===== config.mk =====
export PLATFORM = sky130hd
export DESIGN_NAME = mdm_ctrl
export DESIGN_NICKNAME = d
export VERILOG_FILES = /design/src/rtl/mdm_pkg.sv /design/src/rtl/mdm_sync.sv /design/src/rtl/mdm_loop.sv /design/src/rtl/mdm_status.sv /design/src/rtl/mdm_ctrl.sv
export SDC_FILE = /design/constraint.sdc
export NUM_CORES = 1
export LEC_CHECK = 0
export ABC_AREA = 1
export BUFFER_PORTS_ARGS = -buffer_cell sky130_fd_sc_hd__buf_2
export CORE_AREA = 2 2 43 45
export CTS_CLUSTER_SIZE = 10
export DETAILED_ROUTE_END_ITERATION = 7
export DIE_AREA = 0 0 45 47
export PLACE_DENSITY_LB_ADDON = 0.08
export SLEW_MARGIN = 20
export SYNTH_ARGS = -nofsm -noshare
export SYNTH_HDL_FRONTEND = slang
export SYNTH_SLANG_ARGS = --single-unit

===== constraint.sdc =====
create_clock -name clk -period 0.8 [get_ports clk]
set_input_delay 0.12 -clock clk [delete_from_list [all_inputs] [get_ports clk]]
set_output_delay 0.12 -clock clk [all_outputs]
set_load 0.01 [all_outputs]

===== src/rtl/mdm_pkg.sv =====
package mdm_pkg;

  typedef struct packed {
    logic dcd;
    logic ri;
    logic dsr;
    logic cts;
  } lines_t;

  localparam int CtlDtr  = 0;
  localparam int CtlRts  = 1;
  localparam int CtlOut1 = 2;
  localparam int CtlOut2 = 3;
  localparam int CtlLoop = 4;

  localparam int NumLines = 4;

  // Crosswise feedback of the control outputs onto the status inputs.
  function automatic lines_t loop_map(input logic [7:0] ctl);
    lines_t l;
    l.dcd = ctl[CtlOut2];
    l.ri  = ctl[CtlOut1];
    l.dsr = ctl[CtlDtr];
    l.cts = ctl[CtlRts];
    return l;
  endfunction

  // Change events in status bit order {dcd, ri trailing, dsr, cts}.
  function automatic logic [NumLines-1:0] line_events(input lines_t prv,
                                                      input lines_t cur);
    return {prv.dcd ^ cur.dcd,
            prv.ri & ~cur.ri,
            prv.dsr ^ cur.dsr,
            prv.cts ^ cur.cts};
  endfunction

  // Read clears, coincident events win.
  function automatic logic [NumLines-1:0] delta_next(input logic [NumLines-1:0] cur,
                                                     input logic rd,
                                                     input logic [NumLines-1:0] ev);
    return (rd ? '0 : cur) | ev;
  endfunction

endpackage


===== src/rtl/mdm_sync.sv =====
module mdm_sync #(
  parameter int WIDTH  = 4,
  parameter int STAGES = 2
) (
  input  logic             clk,
  input  logic             rst_n,
  input  logic [WIDTH-1:0] d_i,
  output logic [WIDTH-1:0] q_o
);

  logic [WIDTH-1:0] stg [STAGES];

  always_ff @(posedge clk or negedge rst_n) begin
    if (!rst_n) stg[0] <= '0;
    else        stg[0] <= d_i;
  end

  generate
    for (genvar s = 1; s < STAGES; s++) begin : g_stage
      always_ff @(posedge clk or negedge rst_n) begin
        if (!rst_n) stg[s] <= '0;
        else        stg[s] <= stg[s-1];
      end
    end
  endgenerate

  assign q_o = stg[STAGES-1];

endmodule


===== src/rtl/mdm_loop.sv =====
module mdm_loop
  import mdm_pkg::*;
(
  input  logic [7:0] ctrl_i,
  input  lines_t     ext_sync_i,
  input  logic       txd_i,
  input  logic       rxd_pin_i,
  output lines_t     lines_o,
  output logic       dtr_o,
  output logic       rts_o,
  output logic       out1_o,
  output logic       out2_o,
  output logic       txd_pin_o,
  output logic       rxd_o
);

  logic loop_en;
  assign loop_en = ctrl_i[CtlLoop];

  always_comb begin
    if (loop_en) begin
      lines_o   = loop_map(ctrl_i);
      dtr_o     = 1'b0;
      rts_o     = 1'b0;
      out1_o    = 1'b0;
      out2_o    = 1'b0;
      txd_pin_o = 1'b1;
      rxd_o     = txd_i;
    end else begin
      lines_o   = ext_sync_i;
      dtr_o     = ctrl_i[CtlDtr];
      rts_o     = ctrl_i[CtlRts];
      out1_o    = ctrl_i[CtlOut1];
      out2_o    = ctrl_i[CtlOut2];
      txd_pin_o = txd_i;
      rxd_o     = rxd_pin_i;
    end
  end

endmodule


===== src/rtl/mdm_status.sv =====
module mdm_status
  import mdm_pkg::*;
(
  input  logic       clk,
  input  logic       rst_n,
  input  lines_t     lines_i,
  input  logic       rd_i,
  output logic [7:0] status_o,
  output logic       chg_o,
  output logic [NumLines-1:0] evt_o
);

  lines_t                lines_q;
  logic [NumLines-1:0]   delta_q;
  logic [NumLines-1:0]   evt;

  assign evt   = line_events(lines_q, lines_i);
  assign evt_o = evt;

  always_ff @(posedge clk or negedge rst_n) begin
    if (!rst_n) begin
      lines_q <= '0;
      delta_q <= '0;
    end else begin
      lines_q <= lines_i;
      delta_q <= delta_next(delta_q, rd_i, evt);
    end
  end

  assign status_o = {lines_q, delta_q};
  assign chg_o    = |delta_q;

  // a read with no coincident event leaves no change bit set
  a_r6_read_clears: assert property (@(posedge clk) disable iff (!rst_n)
    (rd_i && evt == '0) |=> (delta_q == '0));

  // a detected event is always present after the edge
  a_r7_event_kept: assert property (@(posedge clk) disable iff (!rst_n)
    (evt != '0) |=> ((delta_q & $past(evt)) == $past(evt)));

  // a rising ring line never sets the trailing-edge bit
  a_r5_ri_rise_quiet: assert property (@(posedge clk) disable iff (!rst_n)
    (!lines_q.ri && lines_i.ri && !delta_q[2]) |=> !delta_q[2]);

  // the change flag can only rise after a detected event
  a_r10_flag_cause: assert property (@(posedge clk) disable iff (!rst_n)
    $rose(chg_o) |-> $past(evt != '0));

endmodule


===== src/rtl/mdm_ctrl.sv =====
module mdm_ctrl
  import mdm_pkg::*;
#(
  parameter int SYNC_STAGES = 2
) (
  input  logic       clk,
  input  logic       rst_n,
  input  logic [7:0] ctrl_i,
  input  logic       stat_rd_i,
  input  logic       dcd_i,
  input  logic       ri_i,
  input  logic       dsr_i,
  input  logic       cts_i,
  input  logic       txd_i,
  input  logic       rxd_pin_i,
  output logic       dtr_o,
  output logic       rts_o,
  output logic       out1_o,
  output logic       out2_o,
  output logic       txd_pin_o,
  output logic       rxd_o,
  output logic [7:0] status_o,
  output logic       chg_o
);

  lines_t              ext_raw;
  lines_t              ext_sync;
  lines_t              lines_sel;
  logic [NumLines-1:0] evt_w;

  assign ext_raw = '{dcd: dcd_i, ri: ri_i, dsr: dsr_i, cts: cts_i};

  mdm_sync #(.WIDTH(NumLines), .STAGES(SYNC_STAGES)) u_sync (
    .clk   (clk),
    .rst_n (rst_n),
    .d_i   (ext_raw),
    .q_o   (ext_sync)
  );

  mdm_loop u_loop (
    .ctrl_i     (ctrl_i),
    .ext_sync_i (ext_sync),
    .txd_i      (txd_i),
    .rxd_pin_i  (rxd_pin_i),
    .lines_o    (lines_sel),
    .dtr_o      (dtr_o),
    .rts_o      (rts_o),
    .out1_o     (out1_o),
    .out2_o     (out2_o),
    .txd_pin_o  (txd_pin_o),
    .rxd_o      (rxd_o)
  );

  mdm_status u_status (
    .clk      (clk),
    .rst_n    (rst_n),
    .lines_i  (lines_sel),
    .rd_i     (stat_rd_i),
    .status_o (status_o),
    .chg_o    (chg_o),
    .evt_o    (evt_w)
  );

  // held loopback shows the previous control byte, crosswise
  a_r8_loop_status: assert property (@(posedge clk) disable iff (!rst_n)
    $past(ctrl_i[CtlLoop]) |-> (status_o[7:4] == loop_map($past(ctrl_i))));

  // loopback keeps the line idle and the handshake outputs low
  a_r9_loop_pins: assert property (@(posedge clk) disable iff (!rst_n)
    ctrl_i[CtlLoop] |-> (txd_pin_o && !dtr_o && !rts_o && !out1_o && !out2_o
                         && rxd_o == txd_i));

  // pending flag agrees with the status byte
  a_r10_flag_match: assert property (@(posedge clk) disable iff (!rst_n)
    chg_o == (status_o[3:0] != 4'h0));

endmodule


### Word level (Yosys, flattened, before mapping)

Index checks and enable logic that the tools add are counted.

| storage, ports and cells | value |
|---|---|
| flip-flop bits (word level) | 16 |
| word-level logic and storage cells | 22 |
| output and inout port bits | 15 |
| bits of input ports | 17 |

| operators by class | value |
|---|---|
| reductions and logical operators | 1 |
| multiplexer cells | 8 |
| bitwise logic cells | 6 |

Operator list:

| operator | count |
|---|---|
| two-way mux 4 bit | 2 |
| two-way mux 1 bit | 6 |
| OR 4 bit | 1 |
| OR reduction 4 bit | 1 |
| XOR 1 bit | 3 |
| bitwise AND 1 bit | 1 |
| NOT 1 bit | 1 |

### Logic depth before layout (Yosys ltp)

| depth | value |
|---|---|
| depth after elaboration | 4 |
| depth in mapped cells | 4 |
| mapped depth without buffers | 4 |

### By module

From an unflattened synthesis, not the netlist that was laid out.

| second synthesis, totals | value |
|---|---|
| cell total of the unflattened synthesis | 75 |
| area total of the unflattened synthesis | 651.9 sq um |

Modules (own cells, without submodules):

| module | area an instance (sq um) | cells each | sequential area each (sq um) | times used |
|---|---|---|---|---|
| mdm_status | 314.1 | 37 | 200.2 | 1 |
| mdm_sync | 230.2 | 12 | 200.2 | 1 |
| mdm_loop | 107.6 | 26 | 0.0 | 1 |

### Least setup slack after synthesis

OpenSTA, ideal clock, no wires.

| timing | value |
|---|---|
| kind | flip-flop to output port |
| start | register u_status.delta_q[1] |
| end | output port chg_o |
| cell stages (with the launch flop) | 3 |
| buffers on the path | 0 |
| arrival time | 598 ps |
| data required time | 680 ps |
| slack | 82 ps |
| path through | dfrtp_1 -> nor2_1 -> nand2_1 |

| between the ends | value |
|---|---|
| word-level cells in the longest chain between the ends | 1 |

RTL lines:

| element | RTL line | source |
|---|---|---|
| start: declaration | mdm_status.sv:14 | `logic [NumLines-1:0] delta_q;` |
| start signal: assignment | mdm_status.sv:26 | `delta_q <= delta_next(delta_q, rd_i, evt);` |
| OR reduction 4 bit | mdm_status.sv:31 | `assign chg_o = \|delta_q;` |
| end: declaration | mdm_ctrl.sv:23 | `output logic chg_o` |

No other way between the ends.

### Worst setup path after layout

| timing | value |
|---|---|
| start | register u_status.delta_q[3] |
| end | output port chg_o |

The elaborated chain is that of the path after synthesis.

==> impl_metrics.yaml <==
grt:
  grtUsageMet3: 0.06923
  busiest_layer: "met2"
  met2_usage: 0.2057
  antenna_found_initial: 0
  grt_use_total: 0.1290
  grt-ovfl-total: 0
  grt_pass1_vias: 466
  use_met1: 0.1383
  grt_pass1_wl_um: 1842
  grt_start_max_net_pins: 17
worst_setup_path:
  crit_path_cell_trace: "nor2_1 -> nand2_1 -> buf_2"
  crit_path_max_fanout: 2
  start_kind: "flip-flop"
  cpPeakStageDelay_ns: 0.39
  path_buf_inv: 1
  end_kind: "primary output"
  reg2reg_depth: 4
  rrSetupSlack_ns: 0.04
  path_class: "reg -> out"
  cp.required_ns: 0.68
  arrival_ns: 0.97
  cpLargestDelayFamily: "flip-flops"
  reg2reg_to: "u_status.delta_q[3]"
  r2r_start: "u_status.status_o[7]"
  cpMaxStageDelayCell: "dfrtp_1"
synth:
  synth_top_family_by_area: "simple AND/OR/NAND/NOR gates"
  synth.distinct_cells: 10
  yosys.area.top_type_share: 0.5861
  synthSimpleGateAreaFrac: 0.3187
  yosysWarnings: 0
  syn_inst: 73
  synth_area_leaders: "dfrtp_1 59%, nand2_1 13%, nand3_2 12%, inv_1 6.6%, nor2_1 3.3%"
  synth_most_common_cell: "nand2_1"
  synth_seq_cells: 16
  synth_edf_count: 0
  yosys.area_share.adder: 0
  synth_xor_area_frac: 0
  async_reset_ff_frac: 1.000
  synth_area_leader_cell: "dfrtp_1"
  syn_area_sq_um: 683.2
  synth.net_count: 90
  synth_area_per_cell_sq_um: 9.358
  synthTopCellsByCount: "23 x nand2_1, 16 x dfrtp_1, 12 x inv_1"
  ys_dominant_reg_cell: "dfrtp_1"
  ys_seq_area_frac: 0.5861
  synth_compound_area_frac: 0.007326
  synth_mux_area_frac: 0
detailed_routing:
  ant_nets: 0
  first_pass_iters: 2
  vias: 583
  drcViolationCount: 0
  drt_iter0_drc: 1
  routedWlPerCell_um: 8.522
  drt_wl_total_um: 1142
  vias_per_cell: 4.351
sta:
  rsz0062_at_grt: "yes"
  finalCriticalPeriod_ns: 1.089
  max_freq_mhz: 918.1
  worst_pin_slew_ns: 0.3358
  setup_ws_ns: -0.2892
  tns_ns: -1.505
  maxSlewViolCount: 0
  setup_viol: 9
  finalHoldViolations: 0
  timing.final.crit_share: 1.361
  skew_ns: 0.01152
  relSlewSlack: 0.7761
power:
  p_per_area_nw_per_um2: 1787
  p_leak_uw: 0.0005696
  peakVddDrop_v: 0.001518
  fin_total_pwr_uw: 1788
floorplanning:
  io_pins: 32
  core-area_sq_um: 1652
  rows: 15
  start_util: 0.4136
  die-area_sq_um: 2115
  die_h_um: 47
  chipWidth_um: 45
hold_path:
  hold_class: "in -> reg"
  hold_end: "u_status.status_o[6]"
  hp-start: "ctrl_i[2]"
  whs_path_depth: 3
cts:
  clock_path_buffers: 2
  numCtsBuffers: 3
  path_clk_slew_ns: 0.09
  root_buffer: "clkbuf_4"
  clkSinkCount: 16
  clock_latency_ns: 0.29
  clock_tree.htree_level_count: 1
  cts_tree: "done"
cells_and_area:
  fill_cells: 145
  final_cell_area_sq_um: 1001
  fin_nets: 135
  n_antenna_cell: 0
  drive_gt1_frac: 0.4957
  syn2layout_area_growth_pct: 46.52
flow_run:
  drv_cap: 0
outcome:
  violations: "negative setup slack"
  status: "finished with violations"
placed_design:
  placed_area_sq_um: 848.3
  port_buffers: 28
  gp_congestion: 0.6911
  dp_hpwl_um: 873.9
## state kept, by name, indices dropped and copies added (netlist names)
name,flops
u_status.delta_q,4
u_status.status_o,4
u_sync.q_o,4
u_sync.stg,4
## power breakdown
group | switching [uW] | internal [uW] | total [uW]
Clock | 244 | 277 | 521
Combinational | 183 | 185 | 369
Sequential | 29.7 | 869 | 899
Total | 456 | 1330 | 1790
## layout by cell type (no fill, tap or decap), types with 2 or more instances in the layout
master / netlist / layout
clkbuf_4: 0 / 3
dlygate4sd3_1: 0 / 5
nand2_1: 23 / 21
inv_2: 1 / 2
buf_2: 0 / 27
buf_4: 0 / 8
nand3_2: 8 / 9
nor2_1: 6 / 5
nand2_2: 3 / 5
inv_1: 12 / 10
dfrtp_1: 16 / 16
## layer usage
layer  part of all wire  vias to the layer above
li1                   -                      306
met1               0.44                      256
met2               0.46                       17
met3              0.078                        4
met4              0.016                        0
met5                  0                        -
## worst reg2reg max path, delay by kind of cell, from the launching register on
| kind | cells | cell delay, ns |
|---|---|---|
| buffers and inverters | 2 | 0.20 |
| DFF | 1 | 0.38 |
| and+or+nand+nor | 2 | 0.14 |
## timing repair
item | CTS | global route
resized for setup | 0 | 8
setup endpoints to repair | 9 | 11
hold endpoints to repair | 20 | 0
hold buffers | 5 | 0
pin swaps | 1 | 3
setup buffers | 4 | 2
## cell type report
type	count	area, sq um	share of cell area
flip-flops and latches	16	400.4	0.4000
repair buffers	41	256.5	0.2563
multi-input cells	43	235.2	0.2350
inverters	13	51.30	0.05125
clock buffers	4	36.28	0.03625
well taps	17	21.27	0.02125
## logic make-up after synthesis
logic type / count (synthesis)
AOI/OAI and AO/OA: 1
buffers and inverters: 14
DFF: 16
and+or+nand+nor: 42
## worst max path at each step
stage,depth (start not counted),from,endpoint
detailed placement,5,ctrl_i[4],rxd_o
CTS,3,u_status.delta_q[2],chg_o
finish,3,u_status.delta_q[3],chg_o
global route,3,u_status.delta_q[3],chg_o
floorplan,2,u_status.delta_q[1],chg_o
global placement,3,u_status.delta_q[1],chg_o
## metrics by stage
stage	hold WS [ns]	std cells	utilization	setup slack, ns
2_1_floorplan	-0.1756	73	-	0.08246
3_5_place_dp	0.04145	119	0.5136	0.01318
3_3_place_gp	0.04392	119	0.5136	0.03219
5_1_grt	0.04376	134	0.6061	-0.3458
4_1_cts	0.06077	132	0.5841	-0.2929
6_report	0.06123	134	0.6061	-0.2892
No activity file was read; power rests on OpenSTA's default activity.
